$ cat config.mk
export PLATFORM = sky130hd
export DESIGN_NAME = irq_flag_ctrl
export DESIGN_NICKNAME = d
export VERILOG_FILES = /design/src/rtl/irq_pkg.sv /design/src/rtl/irq_edge_det.sv /design/src/rtl/irq_flag_reg.sv /design/src/rtl/irq_en_reg.sv /design/src/rtl/irq_flag_ctrl.sv
export SDC_FILE = /design/constraint.sdc
export NUM_CORES = 1
export LEC_CHECK = 0
export BUFFER_PORTS_ARGS = -buffer_cell sky130_fd_sc_hd__buf_2
export CAP_MARGIN = 5
export CORE_MARGIN = 4
export CORE_UTILIZATION = 29
export CTS_BUF_LIST = sky130_fd_sc_hd__clkbuf_8
export DETAILED_ROUTE_END_ITERATION = 10
export GPL_ROUTABILITY_DRIVEN = 0
export GPL_TIMING_DRIVEN = 0
export PLACE_DENSITY = 0.59
export SYNTH_ARGS = -nofsm -noshare
export SYNTH_HDL_FRONTEND = slang
export SYNTH_SLANG_ARGS = --single-unit
export TNS_END_PERCENT = 30
$ cat constraint.sdc
create_clock -name clk -period 0.9 [get_ports clk]
set_input_delay 0.09 -clock clk [delete_from_list [all_inputs] [get_ports clk]]
set_output_delay 0.09 -clock clk [all_outputs]
set_load 0.03 [all_outputs]
$ cat src/rtl/irq_pkg.sv
// Package: shared widths, flag bit positions and register addresses
// for the interrupt flag controller.
package irq_pkg;
    localparam int DATA_W  = 8;
    localparam int FLAG_W  = 7;
    localparam int LINE_N  = 4;
    localparam int CTRL_W  = LINE_N + 2;

    // Flag bit positions (software decodes these).
    localparam int FB_A_SEC = 0;
    localparam int FB_A_PRI = 1;
    localparam int FB_SHF   = 2;
    localparam int FB_B_SEC = 3;
    localparam int FB_B_PRI = 4;
    localparam int FB_TMR2  = 5;
    localparam int FB_TMR1  = 6;

    // Control register: bits LINE_N-1:0 polarity, then independent bits.
    localparam int CB_A_IND = LINE_N;
    localparam int CB_B_IND = LINE_N + 1;

    typedef enum logic [1:0] {
        RA_CTRL = 2'd0,
        RA_FLAG = 2'd1,
        RA_ENAB = 2'd2,
        RA_NONE = 2'd3
    } reg_addr_e;

    // Maps control line index to its flag bit.
    function automatic int line_to_flag(input int idx);
        return (idx < 2) ? idx : idx + 1;
    endfunction
endpackage

$ cat src/rtl/irq_edge_det.sv
// Module: single-line edge detector with polarity select.
// Assumes lvl is already synchronous to clk and low during reset.
// hit is combinational: high in the cycle the sampled level differs
// from the previous sample in the direction chosen by pos_sel.
module irq_edge_det (
    input  logic clk,
    input  logic rst_n,
    input  logic lvl,
    input  logic pos_sel,
    output logic hit
);
    logic prev_q;

    // Hold the level seen at the previous clock edge.
    always_ff @(posedge clk) begin
        if (!rst_n) prev_q <= 1'b0;
        else        prev_q <= lvl;
    end

    // Accept only the change direction picked by pos_sel.
    always_comb begin
        hit = (lvl != prev_q) && (lvl == pos_sel);
    end
endmodule

$ cat src/rtl/irq_flag_reg.sv
// Module: interrupt flag register with per-bit set and clear vectors.
// A set and a clear of the same bit in one cycle leaves the bit set.
module irq_flag_reg #(
    parameter int WIDTH = irq_pkg::FLAG_W
) (
    input  logic             clk,
    input  logic             rst_n,
    input  logic [WIDTH-1:0] set_vec,
    input  logic [WIDTH-1:0] clr_vec,
    output logic [WIDTH-1:0] flag_q
);
    // Clear first, then OR in the sets so no event is lost.
    always_ff @(posedge clk) begin
        if (!rst_n) flag_q <= '0;
        else        flag_q <= (flag_q & ~clr_vec) | set_vec;
    end
endmodule

$ cat src/rtl/irq_en_reg.sv
// Module: interrupt enable register written in set/clear form.
// The top bit of the write data selects set (1) or clear (0) of the
// bits written as one; the rest are kept.
module irq_en_reg #(
    parameter int WIDTH  = irq_pkg::FLAG_W,
    parameter int DWIDTH = irq_pkg::DATA_W
) (
    input  logic              clk,
    input  logic              rst_n,
    input  logic              wr,
    input  logic [DWIDTH-1:0] wdata,
    output logic [WIDTH-1:0]  en_q
);
    localparam int SEL_BIT = DWIDTH - 1;

    // Apply set or clear of the written ones on a write.
    always_ff @(posedge clk) begin
        if (!rst_n) begin
            en_q <= '0;
        end else if (wr) begin
            if (wdata[SEL_BIT]) en_q <= en_q | wdata[WIDTH-1:0];
            else                en_q <= en_q & ~wdata[WIDTH-1:0];
        end
    end
endmodule

$ cat src/rtl/irq_flag_ctrl.sv
// Module: interrupt flag controller top.
// Collects control-line edges and strobe sources into a flag register,
// masks it with an enable register and drives irq. Holds the control
// register and the byte-wide read mux. Assumes all inputs are
// synchronous to clk and the control lines are low during reset.
module irq_flag_ctrl
    import irq_pkg::*;
(
    input  logic              clk,
    input  logic              rst_n,
    input  logic [LINE_N-1:0] ctl_line,
    input  logic              tmr1_hit,
    input  logic              tmr2_hit,
    input  logic              shf_done,
    input  logic              tmr1_ack,
    input  logic              tmr2_ack,
    input  logic              shf_ack,
    input  logic              porta_ack,
    input  logic              portb_ack,
    input  logic              reg_wr,
    input  logic [1:0]        reg_addr,
    input  logic [DATA_W-1:0] reg_wdata,
    output logic [DATA_W-1:0] reg_rdata,
    output logic              irq
);
    localparam int PAD_W = DATA_W - CTRL_W;

    logic [CTRL_W-1:0] ctrl_q;
    logic [LINE_N-1:0] edge_hit;
    logic [FLAG_W-1:0] set_vec;
    logic [FLAG_W-1:0] clr_vec;
    logic [FLAG_W-1:0] flag_q;
    logic [FLAG_W-1:0] en_q;
    logic              wr_ctrl;
    logic              wr_flag;
    logic              wr_enab;

    // Decode register writes by address.
    always_comb begin
        wr_ctrl = reg_wr && (reg_addr == RA_CTRL);
        wr_flag = reg_wr && (reg_addr == RA_FLAG);
        wr_enab = reg_wr && (reg_addr == RA_ENAB);
    end

    // Control register: polarity selects and independent bits.
    always_ff @(posedge clk) begin
        if (!rst_n)       ctrl_q <= '0;
        else if (wr_ctrl) ctrl_q <= reg_wdata[CTRL_W-1:0];
    end

    // One edge detector per control line.
    for (genvar gi = 0; gi < LINE_N; gi++) begin : g_line
        irq_edge_det u_edge (
            .clk     (clk),
            .rst_n   (rst_n),
            .lvl     (ctl_line[gi]),
            .pos_sel (ctrl_q[gi]),
            .hit     (edge_hit[gi])
        );
    end

    // Gather set sources onto their flag bits.
    always_comb begin
        set_vec = '0;
        for (int i = 0; i < LINE_N; i++) begin
            set_vec[line_to_flag(i)] = edge_hit[i];
        end
        set_vec[FB_TMR1] = tmr1_hit;
        set_vec[FB_TMR2] = tmr2_hit;
        set_vec[FB_SHF]  = shf_done;
    end

    // Gather clear sources: write-one-to-clear and access strobes.
    always_comb begin
        clr_vec = wr_flag ? reg_wdata[FLAG_W-1:0] : '0;
        if (tmr1_ack) clr_vec[FB_TMR1] = 1'b1;
        if (tmr2_ack) clr_vec[FB_TMR2] = 1'b1;
        if (shf_ack)  clr_vec[FB_SHF]  = 1'b1;
        if (porta_ack) begin
            clr_vec[FB_A_PRI] = 1'b1;
            if (!ctrl_q[CB_A_IND]) clr_vec[FB_A_SEC] = 1'b1;
        end
        if (portb_ack) begin
            clr_vec[FB_B_PRI] = 1'b1;
            if (!ctrl_q[CB_B_IND]) clr_vec[FB_B_SEC] = 1'b1;
        end
    end

    irq_flag_reg #(.WIDTH(FLAG_W)) u_flag (
        .clk     (clk),
        .rst_n   (rst_n),
        .set_vec (set_vec),
        .clr_vec (clr_vec),
        .flag_q  (flag_q)
    );

    irq_en_reg #(.WIDTH(FLAG_W), .DWIDTH(DATA_W)) u_en (
        .clk   (clk),
        .rst_n (rst_n),
        .wr    (wr_enab),
        .wdata (reg_wdata),
        .en_q  (en_q)
    );

    // Request line: any flag that is also enabled.
    always_comb begin
        irq = |(flag_q & en_q);
    end

    // Read mux; flag bit 7 is the computed summary.
    always_comb begin
        unique case (reg_addr)
            RA_CTRL: reg_rdata = {{PAD_W{1'b0}}, ctrl_q};
            RA_FLAG: reg_rdata = {irq, flag_q};
            RA_ENAB: reg_rdata = {1'b1, en_q};
            default: reg_rdata = '0;
        endcase
    end
endmodule

# == Word level (Yosys, flattened, before mapping) ==
# Cells that the tools add are included.
# totals
reg_bits,24
latchBits,0
ram_bits,0
mem_bits_ro,0
in_bits,25
output_inout_bits,9
n_memories,0
# op_classes
add_sub_neg,0
multipliers,0
n_div,0
n_lt_le_gt_ge,0
eq_ne,10
shift,0
mux,10
bitwise_logic,7
reduce_logical,9
# op_table
cell,n
$pmux W8 S3,1
$and A7 B7 Y7,3
$mux W7,2
$not A7 Y7,2
$or A7 B7 Y7,2
$logic_and A1 B1 Y1,7
$reduce_or A7 Y1,1
$mux W1,5
$eq A1 B1 Y1,4
$mux W2,2
$ne A1 B1 Y1,4
$eq A2 B1 Y1 const B,1
$eq A2 B2 Y1 const B,1
$logic_not A2 Y1,1

# == Depth between registers and ports, before layout ==
# Gate-level depths: netlist of run 1.
# depth
ltp_word,8
ltp_mapped,5
mapped_depth_nobuf,3

# == Hierarchy ==
# A second synthesis of run 1 with hierarchy kept.
# unflattened
cells_unflattened,131
hier_area_um2,1241.2
# modules_own_cells
mod,instances,cells_each,area_per_inst_um2,seq_area_each_um2
irq_flag_ctrl,1,60,530.5,120.1
irq_en_reg,1,30,274.0,140.1
irq_flag_reg,1,21,236.5,140.1
irq_edge_det,4,5,50.0,20.0

# == Worst setup path before layout of run 1 ==
# OpenSTA, ideal clock, no wires.
# synth_path
path_kind,reg-to-output
startpoint,register u_flag.flag_q[2]
endpoint,output reg_rdata[7]
t_arrival_ns,1.288
t_required_ns,0.810
path_slack_ns,-0.478
stages_incl_launch_ff,4
n_path_buf,0
cell_sequence,dfxtp_1 > a222oi_1 > nand3_1 > a21o_1
# synth_via
elab_chain_len,3
# synth_rtl
item,line,text
from (decl),irq_flag_reg.sv:10,output logic [WIDTH-1:0] flag_q
from (signal assigned),irq_flag_reg.sv:15,else flag_q <= (flag_q & ~clr_vec) | set_vec;
$and A7 B7 Y7,irq_flag_ctrl.sv:107,irq = |(flag_q & en_q);
$reduce_or A7 Y1,irq_flag_ctrl.sv:107,
named net irq,irq_flag_ctrl.sv:24,output logic irq
$pmux W8 S3,irq_flag_ctrl.sv:112,unique case (reg_addr)
to (decl),irq_flag_ctrl.sv:23,"output logic [DATA_W-1:0] reg_rdata,"
# The timed path passes the listed nets, and every way through them passes these cells.

==> results.sh, run 1 <==
export IMPL_outcome="finished with violations"
export IMPL_violations="setup timing"
export IMPL_detail_route_vias_per_cell=4.93
export IMPL_yosys_warnings=0
export IMPL_path_max_fanout=2
export IMPL_postPlaceCellArea_mm2=0.00145
export IMPL_crit_slowest_cell="sky130_fd_sc_hd__a222oi_1"
export IMPL_vias_in_the_first_global_route=1155
export IMPL_clk_insertion_delay_late_ps=270
export IMPL_drt_iter0_drc=66
export IMPL_die_width_um=72.5
export IMPL_leakagePower_uw=0.000707
export IMPL_layout_drive_gt1_share_pct=43.1
export IMPL_maxCapViolCount=0
export IMPL_postRouteWirelength_um=3420
export IMPL_yosysMostFrequentCell="sky130_fd_sc_hd__dfxtp_1"
export IMPL_worstPathRequired_ps=810
export IMPL_cts_root_buf="sky130_fd_sc_hd__clkbuf_8"
export IMPL_rsz0062_at_grt="true"
export IMPL_timing_slew_headroom_pct=64.1
export IMPL_worst_r2r_startpoint="ctrl_q[3]$_SDFFE_PN0P_"
export IMPL_peakVddDrop_mv=1.00
export IMPL_drc_violations_left=0
export IMPL_finalWorstSetupSlack_ps=-641
export IMPL_antennaDiodeCount=0
export IMPL_worst_path_bufs_invs=1
export IMPL_floorplan_core_area_mm2=0.00400
export IMPL_cts_bufs_inserted=3
export IMPL_post_dp_hpwl_um=2470
export IMPL_number_of_buffers_inserted_by_hold_repair_at_cts=0
export IMPL_crit_family="compound AO/OA/AOI/OAI gates"
export IMPL_layout_area_overhead_vs_synth_pct=36.0
export IMPL_first_pass_grt_wire_length_um=5450
export IMPL_final_min_clock_period_ps=1540
export IMPL_clock_pin_slew_on_the_worst_setup_and_hold_paths_ps=100
export IMPL_max_slew_worst_pin_slew_ps=539
export IMPL_synth_cells_most_frequent="sky130_fd_sc_hd__dfxtp_1, sky130_fd_sc_hd__nand2_1, sky130_fd_sc_hd__mux2i_1"
export IMPL_die_y_um=72.5
export IMPL_grt_max_degree=15
export IMPL_synth_seq_area_share_pct=39.8
export IMPL_r2r_worst_path_cells=3
export IMPL_cts_tree="yes"
export IMPL_synth_cell_type_count=22
export IMPL_clock_tree_buffer_depth=2
export IMPL_synthCells=130
export IMPL_area_fraction_of_the_dominant_cell_type_after_synthesis_pct=39.8
export IMPL_synth_area_leaders="sky130_fd_sc_hd__dfxtp_1, sky130_fd_sc_hd__mux2i_1, sky130_fd_sc_hd__nand2_1"
export IMPL_timing_fmax_mhz=649
export IMPL_drt_pre_antenna_iters=4
export IMPL_mappedNetlistArea_mm2=0.00121
export IMPL_ff2ff_setup_slack_ps=-90
export IMPL_synth_area_leader_cell="sky130_fd_sc_hd__dfxtp_1"
export IMPL_worstPathArrival_ps=1450
export IMPL_die_area_mm2=0.00525
export IMPL_globalRouteTotalUtil_pct=13.3
export IMPL_route_antenna_remaining_nets=0
export IMPL_io_pin_count=34
export IMPL_synth_seq_cells=24
export IMPL_final_net_count=193
export IMPL_min_delay_path_class="input port to flip-flop"
export IMPL_ctsHtreeMaxLevel=1
export IMPL_timing_critical_path_depth=4
export IMPL_timing_setup_critical_path_class="flip-flop to output port"
export IMPL_stdcell_area_mm2=0.00164
export IMPL_global_route_overflow_total=0
export IMPL_fin_skew_ps=10.7
export IMPL_r2r_end="u_flag.flag_q[4]$_SDFF_PN0_"
export IMPL_start_util_pct=30.2
export IMPL_post_synth_cell_area_avg_um2=9.28
export IMPL_detailroute_via_count=1070
export IMPL_report_final_setup_viol=12
export IMPL_port_buffers=29
export IMPL_cts_sinks=24
export IMPL_pwr_density_cell_mw_per_mm2=1510
export IMPL_row_count=23
export IMPL_critical_path_cell_chain="a222oi_1 -> nand3_2 -> a21o_4 -> buf_6"
export IMPL_synth_main_ff_cell="sky130_fd_sc_hd__dfxtp_1"
export IMPL_slowest_delay_ps=370
export IMPL_synth_edff_count=0
export IMPL_hold_viol=0
export IMPL_syn_num_nets=155
export IMPL_power_uw=2480
export IMPL_finalCritPeriodShare_pct=171
export IMPL_slew_viol_final=0
export IMPL_crit_path_to="reg_rdata[7]"
export IMPL_antenna_found_initial=0
export IMPL_routedWlPerCell_um=15.8
export IMPL_fraction_of_registers_with_async_set_or_reset_after_synthesis_pct=0
export IMPL_worstSetupStartpointType="flip-flop"
export IMPL_worst_setup_path_end_kind="output port"
how the worst min path moves through the flow:
stage	slack, ps	cells past startpoint	to	start
2_1_floorplan	210	1	g_line[0].u_edge.prev_q$_SDFF_PN0_	ctl_line[0]
6_report	30	2	u_flag.flag_q[2]$_SDFF_PN0_	shf_done
3_5_place_dp	320	2	u_flag.flag_q[2]$_SDFF_PN0_	shf_done
3_3_place_gp	300	2	u_flag.flag_q[5]$_SDFF_PN0_	tmr2_hit
4_1_cts	30	2	u_flag.flag_q[5]$_SDFF_PN0_	tmr2_hit
5_1_grt	20	2	u_flag.flag_q[5]$_SDFF_PN0_	tmr2_hit
per-stage QoR:
step                utilization, %  TNS (ps)  instances  setup WS, ps  hold slack [ps]
finish                        41.0     -2710        217          -641             25.9
global route                  41.0     -3380        217          -714             18.0
CTS                           40.0     -2560        215          -655             29.0
detailed placement            36.2     -5890        209          -402              316
global placement              36.2     -5610        209          -405              298
floorplan                        -     -1390        130          -394              212
where the power goes:
part           switching [uW]  leakage (uW)  internal, uW  total (uW)
combinational             199      0.000468           177         376
sequential               33.4      0.000203          1110        1150
clock                     365     0.0000357           595         960
total                     597      0.000707          1880        2480
cell type report:
type,instances,area [um2]
timing repair buffer,33,225
sequential,24,503
inverter,7,26.3
tap,50,62.6
clock inverter,1,30.0
buffer,9,62.6
multi-input combinational,90,689
fill,400,2360
clock buffer,3,41.3
worst register-to-register path: cells and delay by family, from the launching register on:
| family | cells | cell delay (ps) |
|---|---|---|
| flops | 1 | 330 |
| compound gates | 1 | 240 |
| simple gates | 1 | 170 |
| buf+inv | 1 | 130 |
routing by layer:
metal / global-route usage, % / vias to the layer above / share of wire (%)
met3: 2.35 / 2 / 4.5
met2: 22.5 / 26 / 49
met4: 3.89 / 0 / 0.58
met5: 0 / - / 0
li1: - / 528 / -
met1: 17.3 / 514 / 46
logic make-up after synthesis:
group	after synthesis	synth area share [%]
muxes	19	15.8
AOI/OAI and AO/OA	25	15.8
and+or+nand+nor	46	21.9
buffers and inverters	16	6.74
DFF	24	39.8
cells in the final DEF (no fill, tap or decap), drive strengths merged:
| cell type | synthesis | routed |
|---|---|---|
| a222oi | 1 | 1 |
| a21o | 1 | 1 |
| and3b | 5 | 5 |
| nor3b | 5 | 5 |
| nand3 | 1 | 1 |
| o31a | 4 | 4 |
| and2 | 4 | 4 |
| nand2 | 21 | 21 |
| bufinv | 0 | 1 |
| inv | 7 | 7 |
| clkbuf | 4 | 8 |
| mux2i | 19 | 19 |
| dfxtp | 24 | 24 |
| a22o | 1 | 1 |
| nor2b | 10 | 10 |
| o21a | 3 | 3 |
| o21ai | 6 | 6 |
| a311oi | 7 | 7 |
| buf | 5 | 37 |
| a22oi | 2 | 2 |
timing repair:
item	4_1_cts	5_1_grt
buffers inserted	2	2
resized for setup	33	7
setup endpoints to repair	13	22
pin swaps	6	2
(Power assumes the default switching activity.)
==> run 2: changes to the inputs <==
Settings changed: CORE_ASPECT_RATIO from default to 1.2.
==> run 2 against run 1 <==
Effect of this change: the flow still finishes with violations (setup timing); critical path depth unchanged; combinational power fell by 2%; clock-buffer cell count up 1; design area is 1.6% lower; total power fell by 9.0%; sequential power hardly changed; non-clock buffer count unchanged; fmax down 5.9%; clock power is 22% lower; via count is 0.93% higher; utilization fell by 0.38 points; die area is essentially flat; largest cell class unchanged.
==> results.sh, run 2 (synthesis results as in run 1) <==
export IMPL_layoutNonFillerInstCount=221
export IMPL_antenna_found_initial=0
export IMPL_dpl_worst_slack_ps=-496
export IMPL_drt_iter0_drc=40
export IMPL_grt_max_degree=14
export IMPL_report_final_setup_viol=11
export IMPL_row_count=25
export IMPL_cts_sinks=24
export IMPL_die_y_um=78.6
export IMPL_cts_bufs_inserted=3
export IMPL_path_max_fanout=2
export IMPL_leakagePower_uw=0.000697
export IMPL_antennaDiodeCount=0
export IMPL_top_library_cells_by_usage_in_the_layout_fill_and_taps_aside="sky130_fd_sc_hd__buf_2, sky130_fd_sc_hd__nand2_1, sky130_fd_sc_hd__mux2i_1"
export IMPL_most_common_cell_after_layout_fill_and_taps_aside="sky130_fd_sc_hd__buf_2"
export IMPL_cts_tree="yes"
export IMPL_start_util_pct=30.4
export IMPL_placed_cells=213
export IMPL_clk_insertion_delay_late_ps=270
export IMPL_number_of_buffers_inserted_by_hold_repair_at_cts=0
export IMPL_max_slew_worst_pin_slew_ps=559
export IMPL_clk_network_pwr_share_pct=33.3
export IMPL_drc_violations_left=0
export IMPL_floorplan_core_area_mm2=0.00397
export IMPL_port_buffers=29
export IMPL_first_pass_grt_wire_length_um=5330
export IMPL_nFillCells=420
export IMPL_peakVddDrop_mv=0.608
export IMPL_hold_viol=0
export IMPL_timing_setup_critical_path_class="flip-flop to output port"
export IMPL_power_share_sequential_pct=50.4
export IMPL_layout_area_overhead_vs_synth_pct=33.8
export IMPL_rsz0062_at_grt="true"
export IMPL_outcome="finished with violations"
export IMPL_io_pin_count=34
export IMPL_timing_slew_headroom_pct=62.8
export IMPL_final_min_clock_period_ps=1640
export IMPL_hp_start="tmr1_hit"
export IMPL_finalCritPeriodShare_pct=182
export IMPL_layout_drive_gt1_share_pct=40.1
export IMPL_multiInputGateArea_um2=683
export IMPL_post_dp_hpwl_um=2370
export IMPL_worstSetupStartpointType="flip-flop"
export IMPL_slew_viol_final=0
export IMPL_area_taken_by_flip_flops_and_latches_um2=500
export IMPL_maxCapViolCount=0
export IMPL_clock_pin_slew_on_the_worst_setup_and_hold_paths_ps=90
export IMPL_worst_setup_path_end_kind="output port"
export IMPL_global_route_overflow_total=0
export IMPL_pwr_density_cell_mw_per_mm2=1400
export IMPL_detail_route_vias_per_cell=4.89
export IMPL_worstPathRequired_ps=810
export IMPL_final_net_count=193
export IMPL_timing_fmax_mhz=611
export IMPL_routedWlPerCell_um=15.0
export IMPL_route_antenna_remaining_nets=0
export IMPL_clock_tree_buffer_depth=2
export IMPL_cts_root_buf="sky130_fd_sc_hd__clkbuf_8"
export IMPL_drt_pre_antenna_iters=4
export IMPL_worst_r2r_startpoint="ctrl_q[1]$_SDFFE_PN0P_"
export IMPL_fin_skew_ps=3.44
export IMPL_violations="setup timing"
export IMPL_timing_critical_path_from="u_flag.flag_q[2]$_SDFF_PN0_"
export IMPL_finalWorstSetupSlack_ps=-738
export IMPL_vias_in_the_first_global_route=1113
export IMPL_min_delay_path_class="input port to flip-flop"
export IMPL_ctsHtreeMaxLevel=1
export IMPL_die_width_um=66.9
export IMPL_postRouteWirelength_um=3320
export IMPL_die_area_mm2=0.00526
export IMPL_intPower_uw=1670
export IMPL_globalRouteTotalUtil_pct=13.6
export IMPL_power_combinational_fraction_pct=16.3
export IMPL_power_net_switching_uw=586
export IMPL_swShare_pct=25.9
export IMPL_detailroute_via_count=1080
export IMPL_worstPathArrival_ps=1550
-- run 2: path summary, 6_finish.rpt --
path	endpoint	slack, ps	cells after the start
worst max-delay path	reg_rdata[7]	-740	4
worst min-delay path	u_flag.flag_q[6]$_SDFF_PN0_	20	2
worst min register to register	flip-flop	480	2
worst max register to register	u_flag.flag_q[1]$_SDFF_PN0_	-90	3
-- run 2: stage by stage --
stage / util [%] / TNS (ps) / cell area [um2] / hold slack, ps / power (uW)
finish: 40.6 / -2900 / 1610 / 24.7 / 2260
floorplan: - / -1390 / 1240 / 212 / 1370
CTS: 39.7 / -2710 / 1580 / 15.8 / 2270
detailed placement: 36.5 / -6070 / 1450 / 302 / 1490
global route: 40.6 / -3680 / 1610 / 27.3 / 2360
global placement: 36.5 / -5480 / 1450 / 300 / 1480
-- run 2: power by group through the flow --
stage          Combinational, uW  Clock [uW]  Sequential [uW]
6_report                     368         752             1140
5_1_grt                      401         818             1140
4_1_cts                      354         779             1140
3_5_place_dp                 332           0             1160
3_3_place_gp                 326           0             1160
2_1_floorplan                217           0             1150
-- run 2: cell type report --
cell class | count | share of cell area, %
repair buffers | 33 | 13.7
multi-input cells | 90 | 42.3
plain buffers | 9 | 3.72
flip-flops and latches | 24 | 31.0
clock buffers | 4 | 3.41
well taps | 54 | 4.19
inverters | 7 | 1.63
-- run 2: metal layers --
layer  wire (um)  GRT usage [%]  vias up
li1            -              -      530
met1        1460           16.8      517
met2        1650           22.5       28
met5           0              0        -
met4          58           6.09        0
met3         148           2.29        5
-- run 2: repair_timing --
item	CTS	global route
pin swaps	5	3
resized for setup	30	4
cloned	0	0
setup endpoints to repair	13	14
setup buffers	1	3
-- run 2: critical path, cell delays in order, from the launching register on --
cell,delay [ps]
sky130_fd_sc_hd__dfxtp_2,340
sky130_fd_sc_hd__a222oi_1,460
sky130_fd_sc_hd__nand3_2,140
sky130_fd_sc_hd__a21o_4,210
sky130_fd_sc_hd__buf_6,130
